--- src/rtl/tps_pkg.sv ---
package tps_pkg;
  // Index width that stays at least one bit wide.
  function automatic int idx_width(input int n);
    return (n <= 1) ? 1 : $clog2(n);
  endfunction
endpackage

--- src/rtl/tps_access.sv ---
module tps_access #(
  parameter int NUM_BUF = 3,
  parameter int PRIO_W  = 8,
  parameter int IDX_W   = 2
) (
  input  logic                           clk,
  input  logic                           rst,
  input  logic [NUM_BUF-1:0]             cpu_sel,
  input  logic                           cpu_wr,
  input  logic [NUM_BUF-1:0]             buf_empty,
  input  logic [NUM_BUF-1:0][PRIO_W-1:0] prio_q,
  output logic [NUM_BUF-1:0]             wr_en,
  output logic [PRIO_W-1:0]              cpu_rdata
);
  logic             sel_hit;
  logic [IDX_W-1:0] sel_idx;
  logic             acc_open;

  // Lowest set select bit wins: scan downward so the last hit is the lowest.
  always_comb begin
    sel_hit = 1'b0;
    sel_idx = '0;
    for (int i = NUM_BUF - 1; i >= 0; i--) begin
      if (cpu_sel[i]) begin
        sel_hit = 1'b1;
        sel_idx = IDX_W'(i);
      end
    end
  end

  assign acc_open  = sel_hit && buf_empty[sel_idx];
  assign wr_en     = (acc_open && cpu_wr) ? (NUM_BUF'(1) << sel_idx) : '0;
  assign cpu_rdata = acc_open ? prio_q[sel_idx] : '0;

  // with nothing selected the read port is quiet
  a_r7_no_sel_read_zero: assert property (@(posedge clk) disable iff (rst)
    (cpu_sel == '0) |-> (cpu_rdata == '0));
  // a pending selected buffer never exposes data
  a_r6_pending_read_zero: assert property (@(posedge clk) disable iff (rst)
    (cpu_sel[0] && !buf_empty[0]) |-> (cpu_rdata == '0));
endmodule

--- src/rtl/tps_prio_regs.sv ---
module tps_prio_regs #(
  parameter int NUM_BUF = 3,
  parameter int PRIO_W  = 8
) (
  input  logic                           clk,
  input  logic                           rst,
  input  logic [NUM_BUF-1:0]             wr_en,
  input  logic [PRIO_W-1:0]              wr_data,
  output logic [NUM_BUF-1:0][PRIO_W-1:0] prio_q
);
  for (genvar g = 0; g < NUM_BUF; g++) begin : g_buf
    always_ff @(posedge clk) begin
      if (rst)           prio_q[g] <= '0;
      else if (wr_en[g]) prio_q[g] <= wr_data;
    end

    // a register without an enable keeps its value
    a_r5_hold: assert property (@(posedge clk) disable iff (rst)
      !wr_en[g] |=> $stable(prio_q[g]));
  end
endmodule

--- src/rtl/tps_pick.sv ---
module tps_pick #(
  parameter int NUM_BUF = 3,
  parameter int PRIO_W  = 8,
  parameter int IDX_W   = 2
) (
  input  logic                           clk,
  input  logic                           rst,
  input  logic [NUM_BUF-1:0]             buf_empty,
  input  logic [NUM_BUF-1:0][PRIO_W-1:0] prio_q,
  output logic [IDX_W-1:0]               win_idx,
  output logic                           win_valid
);
  logic              best_v;
  logic [IDX_W-1:0]  best_i;
  logic [PRIO_W-1:0] best_p;

  // Ascending scan with strict less-than keeps the lower index on ties.
  always_comb begin
    best_v = 1'b0;
    best_i = '0;
    best_p = '0;
    for (int i = 0; i < NUM_BUF; i++) begin
      if (!buf_empty[i] && (!best_v || prio_q[i] < best_p)) begin
        best_v = 1'b1;
        best_i = IDX_W'(i);
        best_p = prio_q[i];
      end
    end
  end

  always_ff @(posedge clk) begin
    if (rst) begin
      win_valid <= 1'b0;
      win_idx   <= '0;
    end else begin
      win_valid <= best_v;
      win_idx   <= best_v ? best_i : '0;
    end
  end

  for (genvar g = 0; g < NUM_BUF; g++) begin : g_chk
    // the chosen buffer is pending and not beaten by any pending buffer
    a_r3_no_smaller: assert property (@(posedge clk) disable iff (rst)
      (best_v && !buf_empty[g]) |-> (prio_q[best_i] <= prio_q[g]));
    a_r3_pick_pending: assert property (@(posedge clk) disable iff (rst)
      (best_v && best_i == IDX_W'(g)) |-> !buf_empty[g]);
    // a pending lower index with an equal value would have won
    a_r4_tie_low: assert property (@(posedge clk) disable iff (rst)
      (best_v && !buf_empty[g] && IDX_W'(g) < best_i) |-> (prio_q[g] > prio_q[best_i]));
  end
endmodule

--- src/rtl/tx_prio_select.sv ---
module tx_prio_select #(
  parameter int NUM_BUF = 3,
  parameter int PRIO_W  = 8,
  localparam int IDX_W  = tps_pkg::idx_width(NUM_BUF)
) (
  input  logic               clk,
  input  logic               rst,
  input  logic [NUM_BUF-1:0] buf_empty,
  input  logic [NUM_BUF-1:0] cpu_sel,
  input  logic               cpu_wr,
  input  logic [PRIO_W-1:0]  cpu_wdata,
  output logic [PRIO_W-1:0]  cpu_rdata,
  output logic [IDX_W-1:0]   win_idx,
  output logic               win_valid
);
  logic [NUM_BUF-1:0][PRIO_W-1:0] prio_q;
  logic [NUM_BUF-1:0]             wr_en;
  logic                           armed;

  tps_access #(.NUM_BUF(NUM_BUF), .PRIO_W(PRIO_W), .IDX_W(IDX_W)) u_access (
    .clk(clk), .rst(rst), .cpu_sel(cpu_sel), .cpu_wr(cpu_wr),
    .buf_empty(buf_empty), .prio_q(prio_q), .wr_en(wr_en), .cpu_rdata(cpu_rdata)
  );

  tps_prio_regs #(.NUM_BUF(NUM_BUF), .PRIO_W(PRIO_W)) u_regs (
    .clk(clk), .rst(rst), .wr_en(wr_en), .wr_data(cpu_wdata), .prio_q(prio_q)
  );

  tps_pick #(.NUM_BUF(NUM_BUF), .PRIO_W(PRIO_W), .IDX_W(IDX_W)) u_pick (
    .clk(clk), .rst(rst), .buf_empty(buf_empty), .prio_q(prio_q),
    .win_idx(win_idx), .win_valid(win_valid)
  );

  // Marks that the previous edge was outside reset, for one-cycle lookback.
  always_ff @(posedge clk) begin
    if (rst) armed <= 1'b0;
    else     armed <= 1'b1;
  end

  // valid follows the pending set with one clock of latency
  a_r2_valid_lag: assert property (@(posedge clk) disable iff (rst || !armed)
    win_valid == $past(buf_empty != '1));
  // idle index is zero
  a_r8_idle_zero: assert property (@(posedge clk) disable iff (rst)
    !win_valid |-> (win_idx == '0));

  for (genvar g = 0; g < NUM_BUF; g++) begin : g_wchk
    // a register enable needs the strobe, the select bit and an empty buffer
    a_r5_write_gate: assert property (@(posedge clk) disable iff (rst)
      wr_en[g] |-> (cpu_wr && cpu_sel[g] && buf_empty[g]));
    // a lower select bit masks every higher one
    if (g > 0) begin : g_mask
      a_r7_low_masks: assert property (@(posedge clk) disable iff (rst)
        (cpu_sel[0]) |-> !wr_en[g]);
    end
  end
endmodule

--- config.mk ---
export PLATFORM = sky130hd
export DESIGN_NAME = tx_prio_select
export DESIGN_NICKNAME = d
export VERILOG_FILES = /design/src/rtl/tps_pkg.sv /design/src/rtl/tps_access.sv /design/src/rtl/tps_prio_regs.sv /design/src/rtl/tps_pick.sv /design/src/rtl/tx_prio_select.sv
export SDC_FILE = /design/constraint.sdc
export NUM_CORES = 1
export LEC_CHECK = 0
export ABC_CLOCK_PERIOD_IN_PS = 3100
export CAP_MARGIN = 20
export CORE_ASPECT_RATIO = 1.25
export CORE_MARGIN = 2
export CORE_UTILIZATION = 32
export DETAILED_ROUTE_END_ITERATION = 12
export GPL_ROUTABILITY_DRIVEN = 1
export GPL_TIMING_DRIVEN = 0
export PLACE_DENSITY = 0.57
export SYNTH_ARGS = -nofsm -noshare
export SYNTH_HDL_FRONTEND = slang
export SYNTH_SLANG_ARGS = --single-unit
export TNS_END_PERCENT = 100
--- constraint.sdc ---
create_clock -name clk -period 3.1 [get_ports clk]
set_input_delay 0.62 -clock clk [delete_from_list [all_inputs] [get_ports clk]]
set_output_delay 0.62 -clock clk [all_outputs]
set_load 0.01 [all_outputs]
==> flow_metrics.py <==
metrics = {
    "finish": {
        "drive_gt1_share_pct": 21.05,
        "area_growth_syn_to_layout_pct": 37.93,
        "final_area_um2": 2402,
        "nets": 279,
        "num_antenna_cells": 0,
    },
    "pwr": {
        "pwr-share-clk_pct": 26.3,
        "power.share.combinational_pct": 27.7,
        "p_sw_w": 0.0002404,
        "leakagePower_nw": 1.140,
        "internal_power_w": 0.0005628,
        "power_frac_seq_pct": 46.0,
        "p_per_area_nw_per_um2": 334.3,
        "p_sw_share_pct": 29.93,
        "ir_drop_mv": 0.1984,
    },
    "global_routing": {
        "grt_overflow": 0,
        "antenna_found_initial": 0,
        "grt_pass1_vias": 1623,
        "grt_pass1_wl_um": 8176,
        "track_usage_pct": 17.19,
        "grt_max_degree": 15,
    },
    "cts": {
        "cts_tree": "built",
        "cts_buffers": 3,
        "cts.sinks": 27,
        "root_buffer": "clkbuf_8",
        "cts.reportedPaths.clkPinSlew_ps": 100,
        "postCtsHoldBufs": 0,
        "cts_buffer_depth": 2,
        "clk_latency_ps": 280,
        "htree_levels": 1,
    },
    "routing": {
        "first_iter_violations": 93,
        "drc": 0,
        "routed_wl_um": 5021,
        "drtAntennaViolNets": 0,
        "drt-wirelength-per-cell_um": 16.14,
        "drt_first_pass_iters": 4,
        "num_vias": 1639,
        "routed_via_density": 5.270,
    },
    "logic_synthesis": {
        "synth_largest_area_cell": "dfxtp_1",
        "ys_seq_area_share_pct": 31.03,
        "synth_most_common_cell": "nor2_1",
        "synth_top_family_by_area": "simple AND/OR/NAND/NOR gates",
        "yosys_warnings": 0,
        "syn-num-nets": 236,
        "synth.area.top_cells": "dfxtp_1, mux2i_1, ha_1",
        "synth_fa_ha_area_share_pct": 10.06,
        "synthXorXnorAreaFrac_pct": 0,
        "syn_area_per_cell_um2": 8.496,
        "yosys-top-cells-count": "nor2_1, dfxtp_1, nand2_1, mux2i_1, a21oi_1",
        "synth_edf_count": 0,
        "synth_compound_gate_area_share_pct": 16.95,
        "synth_ff_type": "dfxtp_1",
        "synthCells": 205,
        "synth_simple_gate_area_share_pct": 22.63,
        "synth_mux_area_share_pct": 14.44,
        "syn-cell-area_um2": 1742,
        "async_flop_share_pct": 0,
        "yosysUniqueCellTypes": 38,
        "yosysTopAreaCellShare_pct": 31.03,
        "ys_seq_elements": 27,
    },
    "floorplanning": {
        "dieHeight_um": 86.49,
        "num_rows": 30,
        "io_pins": 28,
        "dieArea_um2": 6053,
        "core_region_area_um2": 5330,
        "start_util_pct": 32.68,
        "die_w_um": 69.99,
    },
    "place": {
        "gp_congestion": 0.8399,
        "place_area_um2": 2131,
        "io_buffer_count": 27,
        "dp_hpwl_um": 3480,
    },
    "critical_path": {
        "crit_top_cell": "a21oi_2",
        "slowest_delay_ps": 320,
        "ff2ff_setup_slack_ps": 160,
        "path_cells": "buf_12 > inv_12 > buf_4 > nand2_2 > ha_1 > nand4_1 > nor3_2 > a221oi_4 > buf_6 > nor2_2 > a21oi_2 > ha_4 > a21o_1 > a21oi_2 > o211ai_1 > or3_1 > o21a_1",
        "reg2reg_from": "u_regs.prio_q[1]",
        "worstPathRequired_ps": 3280,
        "crit_slowest_cell": "a221oi_4",
        "setup.worst_path.class": "primary input to flop",
        "cp_max_fo": 8,
        "r2r-end": "u_pick.win_idx[0]",
        "cp.arrival_ps": 3230,
        "worstSetupStartpointType": "primary input",
        "endpoint_kind": "flop",
        "rr_worst_depth": 14,
    },
    "worst_hold_path": {
        "hold_depth": 2,
        "hp-start": "u_regs.prio_q[10]",
        "min_to": "u_regs.prio_q[10]",
        "hp-class": "flop to flop",
    },
    "sta": {
        "finalHoldViolations": 0,
        "timing.final.crit_share_pct": 98.33,
        "setup_tns_ps": 0,
        "period_minus_slack_ps": 3048,
        "rsz0062_at_grt": "true",
        "slew_violations": 0,
        "fmax_mhz": 328.1,
        "tightest_slew_ps": 581.6,
        "setup_viol": 0,
        "slew-limit-headroom_pct": 61.23,
        "skew_ps": 2.001,
    },
    "outcome": {
        "run_status": "finished clean",
    },
    "flow_run": {
        "cap_violations": 0,
    },
}
==> per-stage QoR <==
| stage | power, W | instances | setup slack (ps) | hold WS [ps] | utilization [%] |
|---|---|---|---|---|---|
| global route | 0.0008423 | 311 | -138.0 | 536.9 | 45.07 |
| global placement | 0.0005670 | 296 | -1095 | 485.4 | 39.98 |
| CTS | 0.0008013 | 311 | -83.24 | 502.9 | 43.73 |
| floorplan | 0.0004902 | 205 | 3.517 | 466.1 | - |
| detailed placement | 0.0005686 | 296 | -1110 | 488.1 | 39.98 |
| finish | 0.0008032 | 311 | 51.92 | 521.7 | 45.07 |
==> metal layers <==
layer	track usage (%)	up-vias	wire, um
li1	-	814	-
met1	21.08	779	2127
met2	31.95	40	2579
met3	1.977	6	238
met4	4.196	0	74
met5	0	-	0
==> power groups by stage <==
stage                     Sequential [W]  Clock [W]  Combinational [W]
after floorplan                 0.000376          0           0.000114
after global placement          0.000376          0           0.000191
after detailed placement        0.000377          0           0.000192
after CTS                       0.000369   0.000216           0.000217
after global routing            0.000371   0.000229           0.000242
final                           0.000370   0.000211           0.000222
==> flip-flops by register name (all words and copies together), names as in the netlist <==
register and flops:
u_pick.win_idx 2, u_pick.win_valid 1, u_regs.prio_q 24
==> cell usage in the layout, fill, tap and decap left out, types with 6 or more instances in the layout <==
| cell | instances |
|---|---|
| a21oi_1 | 14 |
| dlymetal6s2s_1 | 6 |
| a211oi_1 | 8 |
| dfxtp_1 | 27 |
| mux2i_1 | 24 |
| ha_1 | 10 |
| nor2_1 | 36 |
| a21oi_2 | 9 |
| nand2_1 | 22 |
| clkdlybuf4s50_1 | 16 |
| buf_4 | 11 |
==> kinds of logic after synthesis <==
kind of cell | count (synthesis)
compound gates | 46
mux | 25
flops | 27
fa+ha+maj | 14
buf+inv | 12
simple gates | 81
==> worst max-delay path, delay by kind of cell <==
| kind | cells | cell delay [ps] |
|---|---|---|
| compound gates | 6 | 1050 |
| fa+ha+maj | 2 | 490 |
| buf+inv | 4 | 440 |
| simple gates | 5 | 600 |
==> layout make-up <==
class                   count  area (um2)
multi-input cells         166        1250
repair buffers             38       372.9
fillers                   527        2928
well taps                  64       80.08
flip-flops and latches     27       540.5
clock buffers               4       45.04
inverters                   3       23.77
plain buffers               9       90.09
==> worst max path at each step <==
stage / from / to / slack (ps) / cells past startpoint
3_3_place_gp: buf_empty[0] / u_pick.win_idx[1] / -1090 / 15
6_report: buf_empty[0] / u_pick.win_idx[0] / 50 / 17
2_1_floorplan: buf_empty[0] / u_pick.win_idx[0] / 4 / 15
4_1_cts: buf_empty[0] / u_pick.win_idx[0] / -80 / 16
3_5_place_dp: buf_empty[0] / u_pick.win_idx[1] / -1110 / 15
5_1_grt: buf_empty[0] / u_pick.win_idx[1] / -140 / 16
==> what timing repair did <==
action,CTS,global route
endpoints found under the setup margin,10,7
hold endpoints to repair,0,0
pin swaps,10,7
resized for setup,31,19
cloned,1,0
buffers inserted,10,1
(Power assumes the default switching activity.)
